===== config.mk =====
export PLATFORM = sky130hd
export DESIGN_NAME = sv32_ptw
export DESIGN_NICKNAME = d
export VERILOG_FILES = /design/src/rtl/sv32_walk_pkg.sv /design/src/rtl/sv32_eff_priv.sv /design/src/rtl/sv32_leaf_chk.sv /design/src/rtl/sv32_ptw.sv
export SDC_FILE = /design/constraint.sdc
export NUM_CORES = 1
export LEC_CHECK = 0
export ABC_AREA = 0
export CORE_UTILIZATION = 45
export CTS_CLUSTER_SIZE = 28
export DETAILED_ROUTE_END_ITERATION = 10
export GPL_TIMING_DRIVEN = 1
export PLACE_DENSITY = 0.81
export SYNTH_ARGS = -nofsm -noshare
export SYNTH_HDL_FRONTEND = slang
export SYNTH_SLANG_ARGS = --single-unit

===== constraint.sdc =====
create_clock -name clk_i -period 4.4 [get_ports clk_i]
set_input_delay 0.88 -clock clk_i [delete_from_list [all_inputs] [get_ports clk_i]]
set_output_delay 0.88 -clock clk_i [all_outputs]
set_load 0.02 [all_outputs]

===== src/rtl/sv32_walk_pkg.sv =====
package sv32_walk_pkg;
  localparam logic [1:0] PRIV_U = 2'd0;
  localparam logic [1:0] PRIV_S = 2'd1;
  localparam logic [1:0] PRIV_M = 2'd3;

  localparam logic [1:0] ACC_FETCH = 2'd0;
  localparam logic [1:0] ACC_LOAD  = 2'd1;
  localparam logic [1:0] ACC_STORE = 2'd2;

  localparam int unsigned PTE_V = 0;
  localparam int unsigned PTE_R = 1;
  localparam int unsigned PTE_W = 2;
  localparam int unsigned PTE_X = 3;
  localparam int unsigned PTE_U = 4;
  localparam int unsigned PTE_A = 6;
  localparam int unsigned PTE_D = 7;

  typedef enum logic [1:0] {
    ST_IDLE,
    ST_READ,
    ST_WRITE
  } walk_st_e;
endpackage


===== src/rtl/sv32_eff_priv.sv =====
module sv32_eff_priv
  import sv32_walk_pkg::*;
(
  input  logic [1:0] priv_i,
  input  logic [1:0] acc_i,
  input  logic       mprv_i,
  input  logic [1:0] mpp_i,
  output logic [1:0] priv_o
);
  // data accesses in machine mode may borrow the saved privilege
  assign priv_o = (priv_i == PRIV_M && acc_i != ACC_FETCH && mprv_i) ? mpp_i : priv_i;
endmodule


===== src/rtl/sv32_leaf_chk.sv =====
module sv32_leaf_chk
  import sv32_walk_pkg::*;
#(
  parameter int unsigned PTE_BITS = 32,
  parameter int unsigned PPN_W    = 22,
  parameter int unsigned VPN_W    = 10,
  parameter int unsigned LEVELS   = 2,
  parameter int unsigned LVL_W    = 1
) (
  input  logic [PTE_BITS-1:0]     pte_i,
  input  logic [1:0]              acc_i,
  input  logic [1:0]              priv_i,
  input  logic                    sum_i,
  input  logic                    mxr_i,
  input  logic [LVL_W-1:0]        lvl_i,
  input  logic [LEVELS*VPN_W-1:0] vpn_i,
  output logic                    fault_o,
  output logic                    r_o,
  output logic                    w_o,
  output logic                    x_o,
  output logic [PTE_BITS-1:0]     upd_o,
  output logic [PPN_W-1:0]        ppn_o
);
  logic pr, pw, px, pu, pd;
  logic rsv, us_bad, mis, perm_bad;
  logic [PPN_W-1:0] ppn, sp_mask, va_ppn;

  assign pr = pte_i[PTE_R];
  assign pw = pte_i[PTE_W];
  assign px = pte_i[PTE_X];
  assign pu = pte_i[PTE_U];
  assign pd = pte_i[PTE_D];

  assign ppn     = pte_i[PTE_BITS-1 -: PPN_W];
  // low page-number bits covered by a leaf found at level lvl_i
  assign sp_mask = (PPN_W'(1) << (32'(lvl_i) * VPN_W)) - PPN_W'(1);
  assign va_ppn  = PPN_W'(vpn_i);

  assign rsv = pw & ~pr;

  always_comb begin
    if (pu) us_bad = (priv_i != PRIV_U) && (!sum_i || acc_i == ACC_FETCH);
    else    us_bad = (priv_i != PRIV_S);
  end

  assign mis = |(ppn & sp_mask);

  always_comb begin
    unique case (acc_i)
      ACC_LOAD:  perm_bad = ~(pr | (px & mxr_i));
      ACC_STORE: perm_bad = ~pw;
      default:   perm_bad = ~px;
    endcase
  end

  assign fault_o = rsv | us_bad | mis | perm_bad;
  assign r_o     = pr | (px & mxr_i);
  assign x_o     = px;
  assign w_o     = pw & ((acc_i == ACC_STORE) | pd);
  assign upd_o   = pte_i | (PTE_BITS'(1) << PTE_A)
                 | ((acc_i == ACC_STORE) ? (PTE_BITS'(1) << PTE_D) : '0);
  assign ppn_o   = ppn | (va_ppn & sp_mask);
endmodule


===== src/rtl/sv32_ptw.sv =====
module sv32_ptw
  import sv32_walk_pkg::*;
#(
  parameter int unsigned OFF_W    = 12,
  parameter int unsigned VPN_W    = 10,
  parameter int unsigned LEVELS   = 2,
  parameter int unsigned PTE_BITS = 32,
  parameter int unsigned PPN_W    = 22
) (
  input  logic                         clk_i,
  input  logic                         rst_ni,
  input  logic                         req_valid_i,
  output logic                         req_ready_o,
  input  logic [OFF_W+LEVELS*VPN_W-1:0] req_vaddr_i,
  input  logic [1:0]                   req_acc_i,
  input  logic [1:0]                   req_priv_i,
  input  logic                         req_mprv_i,
  input  logic [1:0]                   req_mpp_i,
  input  logic                         req_mode_i,
  input  logic [PPN_W-1:0]             req_root_ppn_i,
  input  logic                         req_sum_i,
  input  logic                         req_mxr_i,
  output logic                         mem_req_o,
  output logic                         mem_we_o,
  output logic [PPN_W+OFF_W-1:0]       mem_addr_o,
  output logic [PTE_BITS-1:0]          mem_wdata_o,
  input  logic                         mem_rsp_valid_i,
  input  logic                         mem_rsp_err_i,
  input  logic [PTE_BITS-1:0]          mem_rdata_i,
  output logic                         rsp_valid_o,
  output logic [PPN_W+OFF_W-1:0]       rsp_paddr_o,
  output logic                         rsp_r_o,
  output logic                         rsp_w_o,
  output logic                         rsp_x_o,
  output logic                         rsp_page_fault_o,
  output logic                         rsp_access_fault_o
);
  localparam int unsigned VA_W  = OFF_W + LEVELS * VPN_W;
  localparam int unsigned PA_W  = PPN_W + OFF_W;
  localparam int unsigned PTE_B = $clog2(PTE_BITS / 8);
  localparam int unsigned LVL_W = (LEVELS > 1) ? $clog2(LEVELS) : 1;
  localparam logic [LVL_W-1:0] TOP_LVL = LVL_W'(LEVELS - 1);

  walk_st_e            state_q;
  logic [VA_W-1:0]     va_q;
  logic [1:0]          acc_q, eff_q;
  logic                sum_q, mxr_q;
  logic [LVL_W-1:0]    lvl_q;
  logic [PPN_W-1:0]    base_q;
  logic [PTE_BITS-1:0] wdata_q;
  logic [1:0]          eff_priv;

  logic                rsp_valid_q, r_q, w_q, x_q, pf_q, af_q;
  logic [PA_W-1:0]     paddr_q;

  logic                leaf_fault, leaf_r, leaf_w, leaf_x;
  logic [PTE_BITS-1:0] leaf_upd;
  logic [PPN_W-1:0]    leaf_ppn;
  logic                is_ptr;

  logic [VPN_W-1:0] vpn_sl [LEVELS];
  for (genvar g = 0; g < LEVELS; g++) begin : g_vpn
    assign vpn_sl[g] = va_q[OFF_W + g*VPN_W +: VPN_W];
  end

  sv32_eff_priv u_eff (
    .priv_i (req_priv_i),
    .acc_i  (req_acc_i),
    .mprv_i (req_mprv_i),
    .mpp_i  (req_mpp_i),
    .priv_o (eff_priv)
  );

  sv32_leaf_chk #(
    .PTE_BITS (PTE_BITS),
    .PPN_W    (PPN_W),
    .VPN_W    (VPN_W),
    .LEVELS   (LEVELS),
    .LVL_W    (LVL_W)
  ) u_leaf (
    .pte_i   (mem_rdata_i),
    .acc_i   (acc_q),
    .priv_i  (eff_q),
    .sum_i   (sum_q),
    .mxr_i   (mxr_q),
    .lvl_i   (lvl_q),
    .vpn_i   (va_q[VA_W-1:OFF_W]),
    .fault_o (leaf_fault),
    .r_o     (leaf_r),
    .w_o     (leaf_w),
    .x_o     (leaf_x),
    .upd_o   (leaf_upd),
    .ppn_o   (leaf_ppn)
  );

  assign is_ptr = ~(mem_rdata_i[PTE_R] | mem_rdata_i[PTE_W] | mem_rdata_i[PTE_X]);

  assign req_ready_o = (state_q == ST_IDLE);
  assign mem_req_o   = (state_q == ST_READ) || (state_q == ST_WRITE);
  assign mem_we_o    = (state_q == ST_WRITE);
  assign mem_addr_o  = {base_q, vpn_sl[lvl_q], PTE_B'(0)};
  assign mem_wdata_o = wdata_q;

  always_ff @(posedge clk_i or negedge rst_ni) begin
    if (!rst_ni) begin
      state_q     <= ST_IDLE;
      va_q        <= '0;
      acc_q       <= ACC_FETCH;
      eff_q       <= PRIV_U;
      sum_q       <= 1'b0;
      mxr_q       <= 1'b0;
      lvl_q       <= '0;
      base_q      <= '0;
      wdata_q     <= '0;
      rsp_valid_q <= 1'b0;
      paddr_q     <= '0;
      r_q         <= 1'b0;
      w_q         <= 1'b0;
      x_q         <= 1'b0;
      pf_q        <= 1'b0;
      af_q        <= 1'b0;
    end else begin
      rsp_valid_q <= 1'b0;
      unique case (state_q)
        ST_IDLE: begin
          if (req_valid_i) begin
            va_q  <= req_vaddr_i;
            acc_q <= req_acc_i;
            eff_q <= eff_priv;
            sum_q <= req_sum_i;
            mxr_q <= req_mxr_i;
            if (!req_mode_i || eff_priv == PRIV_M) begin
              rsp_valid_q <= 1'b1;
              paddr_q     <= PA_W'(req_vaddr_i);
              {r_q, w_q, x_q} <= 3'b111;
              pf_q <= 1'b0;
              af_q <= 1'b0;
            end else begin
              base_q  <= req_root_ppn_i;
              lvl_q   <= TOP_LVL;
              state_q <= ST_READ;
            end
          end
        end
        ST_READ: begin
          if (mem_rsp_valid_i) begin
            pf_q <= 1'b0;
            af_q <= 1'b0;
            {r_q, w_q, x_q} <= 3'b000;
            if (mem_rsp_err_i) begin
              rsp_valid_q <= 1'b1;
              af_q        <= 1'b1;
              state_q     <= ST_IDLE;
            end else if (!mem_rdata_i[PTE_V] || (is_ptr && lvl_q == '0)) begin
              rsp_valid_q <= 1'b1;
              pf_q        <= 1'b1;
              state_q     <= ST_IDLE;
            end else if (is_ptr) begin
              base_q <= mem_rdata_i[PTE_BITS-1 -: PPN_W];
              lvl_q  <= lvl_q - LVL_W'(1);
            end else if (leaf_fault) begin
              rsp_valid_q <= 1'b1;
              pf_q        <= 1'b1;
              state_q     <= ST_IDLE;
            end else begin
              paddr_q <= {leaf_ppn, va_q[OFF_W-1:0]};
              {r_q, w_q, x_q} <= {leaf_r, leaf_w, leaf_x};
              if (leaf_upd != mem_rdata_i) begin
                wdata_q <= leaf_upd;
                state_q <= ST_WRITE;
              end else begin
                rsp_valid_q <= 1'b1;
                state_q     <= ST_IDLE;
              end
            end
          end
        end
        ST_WRITE: begin
          if (mem_rsp_valid_i) begin
            rsp_valid_q <= 1'b1;
            state_q     <= ST_IDLE;
            if (mem_rsp_err_i) begin
              af_q <= 1'b1;
              {r_q, w_q, x_q} <= 3'b000;
            end
          end
        end
        default: state_q <= ST_IDLE;
      endcase
    end
  end

  assign rsp_valid_o        = rsp_valid_q;
  assign rsp_paddr_o        = paddr_q;
  assign rsp_r_o            = r_q;
  assign rsp_w_o            = w_q;
  assign rsp_x_o            = x_q;
  assign rsp_page_fault_o   = pf_q;
  assign rsp_access_fault_o = af_q;


  passthru_chk: assert property (@(posedge clk_i) disable iff (!rst_ni)
    (req_valid_i && req_ready_o && (!req_mode_i || eff_priv == PRIV_M))
    |=> (rsp_valid_o && rsp_r_o && rsp_w_o && rsp_x_o && !mem_req_o));


  mem_hold_chk: assert property (@(posedge clk_i) disable iff (!rst_ni)
    (mem_req_o && !mem_rsp_valid_i) |=> (mem_req_o && $stable(mem_addr_o)));


  wb_after_read_chk: assert property (@(posedge clk_i) disable iff (!rst_ni)
    $rose(mem_we_o) |-> $past(mem_rsp_valid_i && !mem_rsp_err_i));


  wb_sets_a_chk: assert property (@(posedge clk_i) disable iff (!rst_ni)
    mem_we_o |-> mem_wdata_o[PTE_A]);


  fault_no_perm_chk: assert property (@(posedge clk_i) disable iff (!rst_ni)
    (rsp_valid_o && (rsp_page_fault_o || rsp_access_fault_o))
    |-> !(rsp_r_o || rsp_w_o || rsp_x_o));


  af_from_err_chk: assert property (@(posedge clk_i) disable iff (!rst_ni)
    (rsp_valid_o && rsp_access_fault_o) |-> ($past(mem_rsp_err_i) && !rsp_page_fault_o));
endmodule


==> results.md <==
- Final setup violation count: 0
- R2R depth: 7
- Num CTS Buffers: 17
- Worst rel slew slack: 35.4%
- Cts repair resizes: 0
- Placement Cell Area: roughly 8400 µm²
- Share of post-route cells with drive strength above 1: 24.1%
- Post-route ant nets: 0
- Max Slew Vio Count: 0
- Post-synthesis simple-gate area fraction: 4.68%
- Critical-path cell list: clkdlybuf4s50_1, or4_1, o41ai_1, and4b_1, nand3_4, a211o_1, o221a_2
- Status: finished, final reports clean
- First-pass GRT wire length: 26,200 µm
- Worst flop-to-flop path endpoint: rsp_paddr_o[9]
- Sequential power share: 33.9%
- Placement Setup Slack: approximately 0.6 ns
- Routed wire length per instance: 19.1 µm
- Clock Power Share: 20.2%
- Reg clk slew, reported paths: 0.06 ns
- Post-DP HPWL: 11,500 µm
- Grt ovf: 0
- Synth warn: 0
- Adder-cell share of the synthesized area: between 1 and 1.5%
- Worst EP required: between 4 and 5 ns
- Starting density of the core: 46.2%
- Number of max-cap violations: 0
- GP Congestion: 0.823
- Routed vias/inst: about 5.4
- CP Capture Type: flop
- Flop2flop setup slack: 1.59 ns
- Hold_buf cts: 0
- Int Pwr: 4020 µW
- Combinational share of power: 45.9%
- Main area contributors after synthesis: dfrtp_1 (55%), mux2_2 (21%), o22a_1 (3.3%), o21a_1 (3.2%), o221a_2 (1.8%)
- Fin crit share: 77.8%
- VDD IR max: 346 µV
- Register bit count reported by yosys: 135
- Hold Path Stages: 2
- Seq/Total Area, Yosys: a little over half
- Setup bufs post-CTS: 0
- Worst Hold Launch: eff_q[1]
- Worst-Margin Slew: 0.969 ns
- Drt drc: 0
- Sink Count: 135
- Switching Fraction: approximately a third
- Fmax: 0.292 GHz
- CP Class: in2reg
- RSZ-0062 raised after global routing: false
- Clock buffer depth: 2
- Total Wirelength: 16,400 µm
- Final min period: between 3 and 4 ns
- Largest family of logic cells by synthesized area: multiplexers
- Clock Latency Late Sink: 0.41 ns
- Leakage: 0.00364 µW
- Layout fillers: 1,001
- CTS tree: yes
- Row cnt: 42
- PwrDens: 696 nW/µm²
- Area Overhead vs Synth: 44.3%
- Vias in the first global route: ~5k
- EDFF count, synth: 0
- Avg Inst Size Synth: 13.3 µm²
- Hold Path End: eff_q[1]
- Detailed Route Iter0 Violations: 258
- Startpoint Class: input pin
- Mux cell area share after synthesis: 21.2%
- CP max-delay cell: or4_1
- CTS root buf: clkbuf_16
- Synth cell count leaders: dfrtp_1 (135), mux2_2 (116), o21a_1 (26)
- Final #Nets: around 780
- Area leader, netlist: dfrtp_1
- CP peak stage delay: 0.54 ns
- Netlist cell types: between 40 and 50
- H-tree levels: 4
- Vias: 4,650
- Largest net degree at the start of global routing: 92
- Initial antenna violation count: 0
- Cells after Synth: between 400 and 500
- Mapped Area: 6150 µm²
- Final hold violation count: 0
- Fraction of registers with async set/reset: 100%
- Most common cell in the synthesized netlist: dfrtp_1
- DIE AREA: ~14,000 µm²
- DRT Pass-1 Iters: 4
- Core area: 13,300 µm²
- GRT Util Overall: 24.2%
- Main synth FF type: dfrtp_1
- CP max FO: 34
- # diodes: 0
- XOR/XNOR Fraction of Synth Area: 0.142%
- Die width: ~120 µm
- Num ports: 210
- Worst Path Arrival: 3.72 ns
- Compound-Gate Fraction of Synth Area: 14.1%
- Setup TNS Final: 0 ns
- Share of the synthesized area in the top cell type: 54.9%
- Final setup margin: 0.977 ns
- Post-layout instance area: 8870 µm²
- FF-to-FF Start: state_q[1]
- Switch Pwr: 2160 µW
- Final Skew: ~0.0068 ns
- I/O Buffers: 207
- Hold Crit Class: reg2reg
- Die height: 119 µm
-- through the flow --
stage | hold WS [ns] | cells | util (%) | total power [µW]
2_1_floorplan | 0.445 | 465 | - | 3680
3_5_place_dp | 0.462 | 827 | 62.9 | 4950
5_1_grt | 0.498 | 856 | 66.7 | 6480
3_3_place_gp | 0.464 | 827 | 62.9 | 4860
6_report | 0.485 | 856 | 66.7 | 6180
4_1_cts | 0.486 | 856 | 66.7 | 6230
-- how the worst max path moves through the flow --
stage | start | endpoint | cells after the start
6_report | mem_rdata_i[13] | rsp_paddr_o[14] | 7
4_1_cts | mem_rdata_i[13] | rsp_paddr_o[14] | 7
2_1_floorplan | mem_rdata_i[13] | rsp_paddr_o[16] | 8
3_5_place_dp | mem_rdata_i[13] | mem_wdata_o[8] | 7
5_1_grt | mem_rdata_i[13] | rsp_paddr_o[14] | 7
3_3_place_gp | mem_rdata_i[12] | rsp_paddr_o[14] | 7
-- final cells by class --
type,instances,area (µm²),area share (%)
Sequential cell,135,3380,38.1
Multi-Input combinational cell,287,2580,29.1
Inverter,14,52.6,0.592
Timing Repair Buffer,215,2130,24.1
Tap cell,176,220,2.48
Clock inverter,5,52.6,0.592
Clock buffer,24,452,5.09
-- layer usage --
metal	track usage (%)	wire length (µm)
met4	9.41	362
met3	6.32	852
met2	41.9	8180
met5	0	0
met1	28.6	6980
-- state kept, by name (all words and copies together), names as in the netlist, 2 cells and up --
signal       flops
base_q          22
eff_q            2
mem_wdata_o     32
state_q          2
va_q            32
rsp_paddr_o     34
acc_q            2
-- worst max-delay path: cells and delay by family --
kind / cells / cell delay [ns]
AOI/OAI and AO/OA: 3 / 0.90
and+or+nand+nor: 3 / 1.44
buffers and inverters: 1 / 0.49
-- cell families (layout without fill, tap and decap cells) --
family                   Yosys count  count (layout)
AO/OA/AOI/OAI                    110             110
XOR/XNOR                           1               1
adder cells (fa/ha/maj)            7               7
buffers and inverters             43             258
flip-flops                       135             135
multiplexers                     116             116
other                              1               2
AND/OR/NAND/NOR                   51              51
-- cell usage in the layout, fill, tap and decap left out, types with 6 or more instances in the layout --
cell type	n
inv_1	14
a211o_1	11
nor2_1	6
o21ai_0	17
clkbuf_16	17
o21a_1	26
nand2b_1	6
clkbuf_1	7
o22a_1	23
mux2_2	116
dfrtp_1	135
nand2_1	18
ha_1	6
buf_4	8
clkdlybuf4s50_1	206
o221a_2	10
-- power by group through the flow --
stage | clock network [µW] | registers [µW] | logic, µW
2_1_floorplan | 0 | 2420 | 1260
3_3_place_gp | 0 | 2080 | 2790
3_5_place_dp | 0 | 2100 | 2850
4_1_cts | 1270 | 2090 | 2860
5_1_grt | 1320 | 2160 | 3000
6_report | 1250 | 2100 | 2840
Power figures use the tool's default switching activity.
